## config.mk

```make
export PLATFORM = sky130hd
export DESIGN_NAME = qdac_cmd_rx
export DESIGN_NICKNAME = d
export VERILOG_FILES = /design/src/rtl/qdac_pkg.sv /design/src/rtl/qdac_sync_fall.sv /design/src/rtl/qdac_frame_shift.sv /design/src/rtl/qdac_reg_bank.sv /design/src/rtl/qdac_cmd_rx.sv
export SDC_FILE = /design/constraint.sdc
export NUM_CORES = 1
export LEC_CHECK = 0
export BUFFER_PORTS_ARGS = -buffer_cell sky130_fd_sc_hd__buf_2
export CAP_MARGIN = 20
export CELL_PAD_IN_SITES_DETAIL_PLACEMENT = 0
export CELL_PAD_IN_SITES_GLOBAL_PLACEMENT = 2
export CORE_AREA = 2 2 105 107
export CTS_CLUSTER_DIAMETER = 150
export DETAILED_ROUTE_END_ITERATION = 10
export DIE_AREA = 0 0 107 109
export MAX_ROUTING_LAYER = met4
export PLACE_DENSITY = 0.87
export SLEW_MARGIN = 30
export SYNTH_ARGS = -nofsm -noshare
export SYNTH_HDL_FRONTEND = slang
export SYNTH_HIERARCHICAL = 1
export SYNTH_SLANG_ARGS = --single-unit
```

## constraint.sdc

```tcl
create_clock -name clk -period 4.66 [get_ports clk]
set_clock_uncertainty 0.15 [all_clocks]
set_input_delay 1.165 -clock clk [delete_from_list [all_inputs] [get_ports clk]]
set_output_delay 1.165 -clock clk [all_outputs]
set_load 0.05 [all_outputs]
```

## src/rtl/qdac_pkg.sv

```systemverilog
package qdac_pkg;
  // Increment a counter and hold it at the limit.
  function automatic int unsigned sat_inc(input int unsigned v, input int unsigned lim);
    return (v >= lim) ? lim : v + 1;
  endfunction

  // True when the counter shows that a complete frame was shifted in.
  function automatic logic frame_full(input int unsigned cnt, input int unsigned frame_w);
    return cnt == frame_w;
  endfunction
endpackage

```

## src/rtl/qdac_sync_fall.sv

```systemverilog
module qdac_sync_fall #(
  parameter int unsigned STAGES = 2
) (
  input  logic clk,
  input  logic rst,
  input  logic async_i,
  output logic level_o,
  output logic fall_o
);
  // The extra flop beyond the synchronizer keeps the previous level for edge detection.
  logic [STAGES:0] chain;

  always_ff @(posedge clk) begin
    if (rst) chain <= '0;
    else     chain <= {chain[STAGES-1:0], async_i};
  end

  assign level_o = chain[STAGES-1];
  assign fall_o  = chain[STAGES] & ~chain[STAGES-1];
endmodule

```

## src/rtl/qdac_frame_shift.sv

```systemverilog
module qdac_frame_shift #(
  parameter int unsigned FRAME_W = 11,
  localparam int unsigned CNT_W  = $clog2(FRAME_W + 1)
) (
  input  logic               clk,
  input  logic               rst,
  input  logic               bit_stb,
  input  logic               bit_val,
  input  logic               load_stb,
  output logic [FRAME_W-1:0] frame_o,
  output logic               wr_stb_o,
  output logic               err_stb_o,
  output logic               err_q_o,
  output logic [CNT_W-1:0]   cnt_o
);
  logic [FRAME_W-1:0] sh_q, sh_nxt;
  logic [CNT_W-1:0]   cnt_q, cnt_nxt;

  // A bit strobe in the same cycle as the load strobe is shifted in first.
  always_comb begin
    sh_nxt  = sh_q;
    cnt_nxt = cnt_q;
    if (bit_stb) begin
      sh_nxt  = {sh_q[FRAME_W-2:0], bit_val};
      cnt_nxt = CNT_W'(qdac_pkg::sat_inc(int'(cnt_q), FRAME_W));
    end
  end

  assign frame_o   = sh_nxt;
  assign wr_stb_o  = load_stb &&  qdac_pkg::frame_full(int'(cnt_nxt), FRAME_W);
  assign err_stb_o = load_stb && !qdac_pkg::frame_full(int'(cnt_nxt), FRAME_W);
  assign cnt_o     = cnt_q;

  always_ff @(posedge clk) begin
    if (rst || load_stb) begin
      sh_q  <= '0;
      cnt_q <= '0;
    end else begin
      sh_q  <= sh_nxt;
      cnt_q <= cnt_nxt;
    end
  end

  always_ff @(posedge clk) begin
    if (rst) err_q_o <= 1'b0;
    else     err_q_o <= err_stb_o;
  end
endmodule

```

## src/rtl/qdac_reg_bank.sv

```systemverilog
module qdac_reg_bank #(
  parameter int unsigned SEL_W  = 2,
  parameter int unsigned CODE_W = 8,
  localparam int unsigned NCH   = 1 << SEL_W
) (
  input  logic                  clk,
  input  logic                  rst,
  input  logic                  wr_stb,
  input  logic [SEL_W-1:0]      wr_sel,
  input  logic                  wr_gain,
  input  logic [CODE_W-1:0]     wr_code,
  input  logic                  wr_now,
  input  logic                  commit_all,
  output logic [NCH*CODE_W-1:0] out_code,
  output logic [NCH-1:0]        out_gain,
  output logic [NCH*CODE_W-1:0] in_code,
  output logic [NCH-1:0]        in_gain
);
  for (genvar g = 0; g < NCH; g++) begin : g_ch
    logic              hit;
    logic [CODE_W-1:0] in_c_q, out_c_q;
    logic              in_g_q, out_g_q;

    assign hit = wr_stb && (wr_sel == SEL_W'(g));

    always_ff @(posedge clk) begin
      if (rst) begin
        in_c_q  <= '0;
        in_g_q  <= 1'b0;
        out_c_q <= '0;
        out_g_q <= 1'b0;
      end else begin
        if (hit) begin
          in_c_q <= wr_code;
          in_g_q <= wr_gain;
        end
        // An immediate write to this channel takes precedence over a commit of the old input value.
        if (hit && wr_now) begin
          out_c_q <= wr_code;
          out_g_q <= wr_gain;
        end else if (commit_all) begin
          out_c_q <= in_c_q;
          out_g_q <= in_g_q;
        end
      end
    end

    assign out_code[g*CODE_W +: CODE_W] = out_c_q;
    assign out_gain[g]                  = out_g_q;
    assign in_code[g*CODE_W +: CODE_W]  = in_c_q;
    assign in_gain[g]                   = in_g_q;
  end
endmodule

```

## src/rtl/qdac_cmd_rx.sv

```systemverilog
module qdac_cmd_rx #(
  parameter int unsigned SEL_W       = 2,
  parameter int unsigned CODE_W      = 8,
  parameter int unsigned SYNC_STAGES = 2,
  localparam int unsigned NCH     = 1 << SEL_W,
  localparam int unsigned FRAME_W = SEL_W + 1 + CODE_W,
  localparam int unsigned CNT_W   = $clog2(FRAME_W + 1)
) (
  input  logic                  clk,
  input  logic                  rst,
  input  logic                  ser_clk_i,
  input  logic                  ser_data_i,
  input  logic                  load_i,
  input  logic                  ldac_i,
  output logic [NCH*CODE_W-1:0] code_o,
  output logic [NCH-1:0]        gain_o,
  output logic                  frame_err_o
);
  // Index of each asynchronous input in the synchronizer vector.
  localparam int unsigned IX_SCLK = 0, IX_DATA = 1, IX_LOAD = 2, IX_LDAC = 3, N_IN = 4;

  logic [N_IN-1:0] raw_in, lvl, fall;
  assign raw_in = {ldac_i, load_i, ser_data_i, ser_clk_i};

  for (genvar i = 0; i < N_IN; i++) begin : g_sync
    qdac_sync_fall #(.STAGES(SYNC_STAGES)) sync_i (
      .clk(clk), .rst(rst), .async_i(raw_in[i]), .level_o(lvl[i]), .fall_o(fall[i])
    );
  end

  // Named event wires, also used by the checker.
  logic clk_fall, load_fall, ldac_fall;
  assign clk_fall  = fall[IX_SCLK];
  assign load_fall = fall[IX_LOAD];
  assign ldac_fall = fall[IX_LDAC];

  logic [FRAME_W-1:0] frame;
  logic               wr_stb, err_stb;
  logic [CNT_W-1:0]   bit_cnt;

  qdac_frame_shift #(.FRAME_W(FRAME_W)) shift_i (
    .clk(clk), .rst(rst), .bit_stb(clk_fall), .bit_val(lvl[IX_DATA]),
    .load_stb(load_fall), .frame_o(frame), .wr_stb_o(wr_stb),
    .err_stb_o(err_stb), .err_q_o(frame_err_o), .cnt_o(bit_cnt)
  );

  // Frame layout: select bits first (most significant), then gain, then code.
  logic [SEL_W-1:0]  f_sel;
  logic              f_gain;
  logic [CODE_W-1:0] f_code;
  assign f_sel  = frame[FRAME_W-1 -: SEL_W];
  assign f_gain = frame[CODE_W];
  assign f_code = frame[CODE_W-1:0];

  logic [NCH*CODE_W-1:0] in_code;
  logic [NCH-1:0]        in_gain;

  qdac_reg_bank #(.SEL_W(SEL_W), .CODE_W(CODE_W)) bank_i (
    .clk(clk), .rst(rst), .wr_stb(wr_stb), .wr_sel(f_sel), .wr_gain(f_gain),
    .wr_code(f_code), .wr_now(!lvl[IX_LDAC]), .commit_all(ldac_fall),
    .out_code(code_o), .out_gain(gain_o), .in_code(in_code), .in_gain(in_gain)
  );
endmodule

```

==> metrics.csv <==
stage;metric;value;unit
cts;CTS Buf Count;9;
drt;WL per Instance;14.74;um
timing;Setup Viol. Count Final;0;
global_route;total track usage;15.23;%
cells_and_area;ant diodes;0;
timing;fin. max-slew vios;0;
synth;Yosys warnings;6;
floorplanning;Core Box Area;10600;um^2
pwr;maximum VDD drop;0.1290;mV
job;# Max-Cap Violations;0;
global_route;global-route wire length before repair;13.26;mm
cells_and_area;multi-input combinational cell area;1858;um^2
place;Inst Count DP;538;
timing;unrepaired setup endpoints after global routing;no;
setup_path;Critical Path AT;3.08;ns
timing;worst slew pin tran;0.9495;ns
setup_path;CP required;4.71;ns
setup_path;CP Class;register to register;
floorplanning;row count;38;
setup_path;Worst R2R Path Depth;6;
cts;post_cts resized;0;
place;Post-Place Setup Slack;1.661;ns
setup_path;Setup crit start;g_sync[0].sync_i/chain[1];
synth;Post-Syn Area;4126;um^2
cells_and_area;most common cell after layout, fill and taps aside;dfxtp_1;
cells_and_area;fin area;4467;um^2
cts;clock sinks;99;
timing;WHS;0.2901;ns
timing;setup ws final;1.638;ns
cts;H-tree Lvls;3;
floorplanning;die area;11660;um^2
global_route;met3 GRT Util;3.407;%
place;dpl cell area;4242;um^2
synth;syn_area_per_cell;10.47;um^2
setup_path;FF-to-FF End;bank_i/g_ch[0].out_c_q[5];
timing;fin crit period;3.022;ns
drt;first drt pass iteration count;4;
drt;residual DRC count;0;
global_route;grt total ovfl;0;
worst_hold_path;WHS Path Cells;1;
drt;via/cell ratio;4.865;
pwr;Leak;1.896;nW
cts;CTS Root Cell;clkbuf_8;
cts;Setup Buffers After CTS;0;
global_route;GR Util met1;20.07;%
cts;clock-pin slew on the worst setup and hold paths;0.09;ns
cells_and_area;# fillers;1037;
cells_and_area;nets;416;
setup_path;Critical path destination;bank_i/g_ch[0].out_c_q[5];
cells_and_area;Area Overhead vs Synth;8.247;%
setup_path;Worst Setup End Kind;register;
cts;CTS Buffer Depth;2;
pwr;Power Total;1.491;mW
floorplanning;die width;107;um
cells_and_area;commonest cells after routing, fill and taps aside;99 x dfxtp_1, 67 x nor2_1, 63 x mux2i_1, 42 x buf_2, 27 x a211oi_1;
timing;setup TNS;0;ns
timing;Tcrit/Tclk final;64.84;%
drt;Via Count;2695;
drt;final wirelength;8.164;mm
cells_and_area;Layout Cells excl Fill;554;
place;gpl congestion;0.7052;
timing;Hold Vio Cnt, Final;0;
cts;hold buffers post-CTS;0;
cells_and_area;Post-Route Utilization;42.13;%
global_route;initial antenna violation count;0;
cts;clk_lat worst skew;0.36;ns
pwr;pwr/cell area;333.8;nW/um^2
global_route;largest net degree at the start of global routing;85;
place;post-DP HPWL;5.025;mm
synth;syn_nets;401;
place;PortBufs;42;
setup_path;reg2reg setup slack;1.64;ns
worst_hold_path;min-delay worst type;register to register;
global_route;met2 Resource Use GR;23.43;%
floorplanning;num ports;43;
global_route;vias in the first global route;2535;
cts;CTS tree;yes;
cells_and_area;register area;1982;um^2
global_route;Top Usage Layer GRT;met2;
timing;Highest Clock Rate;330.9;MHz
drt;initial DRC count;114;
timing;Slew headroom;36.70;%
run_status;status;complete, no violations;
drt;Final ANT Viol Nets;0;
floorplanning;Initial Utilization;38.92;%
setup_path;Setup crit start kind;register;
cells_and_area;layout cells sized above 1;21.50;%
setup_path;crit-path max FO;20;
setup_path;RR Startpoint;g_sync[0].sync_i/chain[1];
floorplanning;Die Height;109;um
synth;cell count after synthesis;394;
==> layer usage <==
layer  up-vias  share of wire, %
met5         -                 0
met4         0               1.0
met3         8               2.5
met2        31                47
met1      1271                50
li1       1385                 -
==> how the worst min path moves through the flow <==
| stage | start | endpoint | slack [ns] |
|---|---|---|---|
| 2_1_floorplan | g_sync[0].sync_i/chain[0] | g_sync[0].sync_i/chain[1] | 0.26 |
| 5_1_grt | g_sync[2].sync_i/chain[0] | g_sync[2].sync_i/chain[1] | 0.32 |
| 3_3_place_gp | g_sync[2].sync_i/chain[0] | g_sync[2].sync_i/chain[1] | 0.27 |
| 6_report | g_sync[0].sync_i/chain[0] | g_sync[0].sync_i/chain[1] | 0.29 |
| 3_5_place_dp | g_sync[0].sync_i/chain[0] | g_sync[0].sync_i/chain[1] | 0.27 |
| 4_1_cts | g_sync[0].sync_i/chain[0] | g_sync[0].sync_i/chain[1] | 0.29 |
==> state kept, by name, indices dropped and copies added (netlist names) <==
signal	flops
shift_i/err_q_o	1
bank_i/g_ch.out_g_q	4
shift_i/sh_q	11
bank_i/g_ch.in_c_q	32
bank_i/g_ch.out_c_q	32
shift_i/cnt_o	4
bank_i/g_ch.in_g_q	4
g_sync.sync_i/chain	11
==> power breakdown <==
group	leakage (nW)	switching, mW	internal [mW]
combinational	0.986	0.0239	0.0108
clock	0.111	0.287	0.318
sequential	0.799	0.00170	0.850
==> critical path: stages (launching register included) <==
cell,delay [ns]
dfxtp_1,0.31
and2b_2,0.46
o311a_4,0.28
o21a_1,0.42
nand4bb_1,0.81
nor2_1,0.37
a211oi_2,0.07
==> final cells by class <==
type	instances	area share, %
multi-input combinational	253	41.60
timing repair buffer	44	5.042
clock inverter	4	1.653
tap	140	3.922
inverter	2	0.1681
clock buffer	12	3.249
sequential	99	44.37
Note: power is estimated with default switching activity, not from simulation.
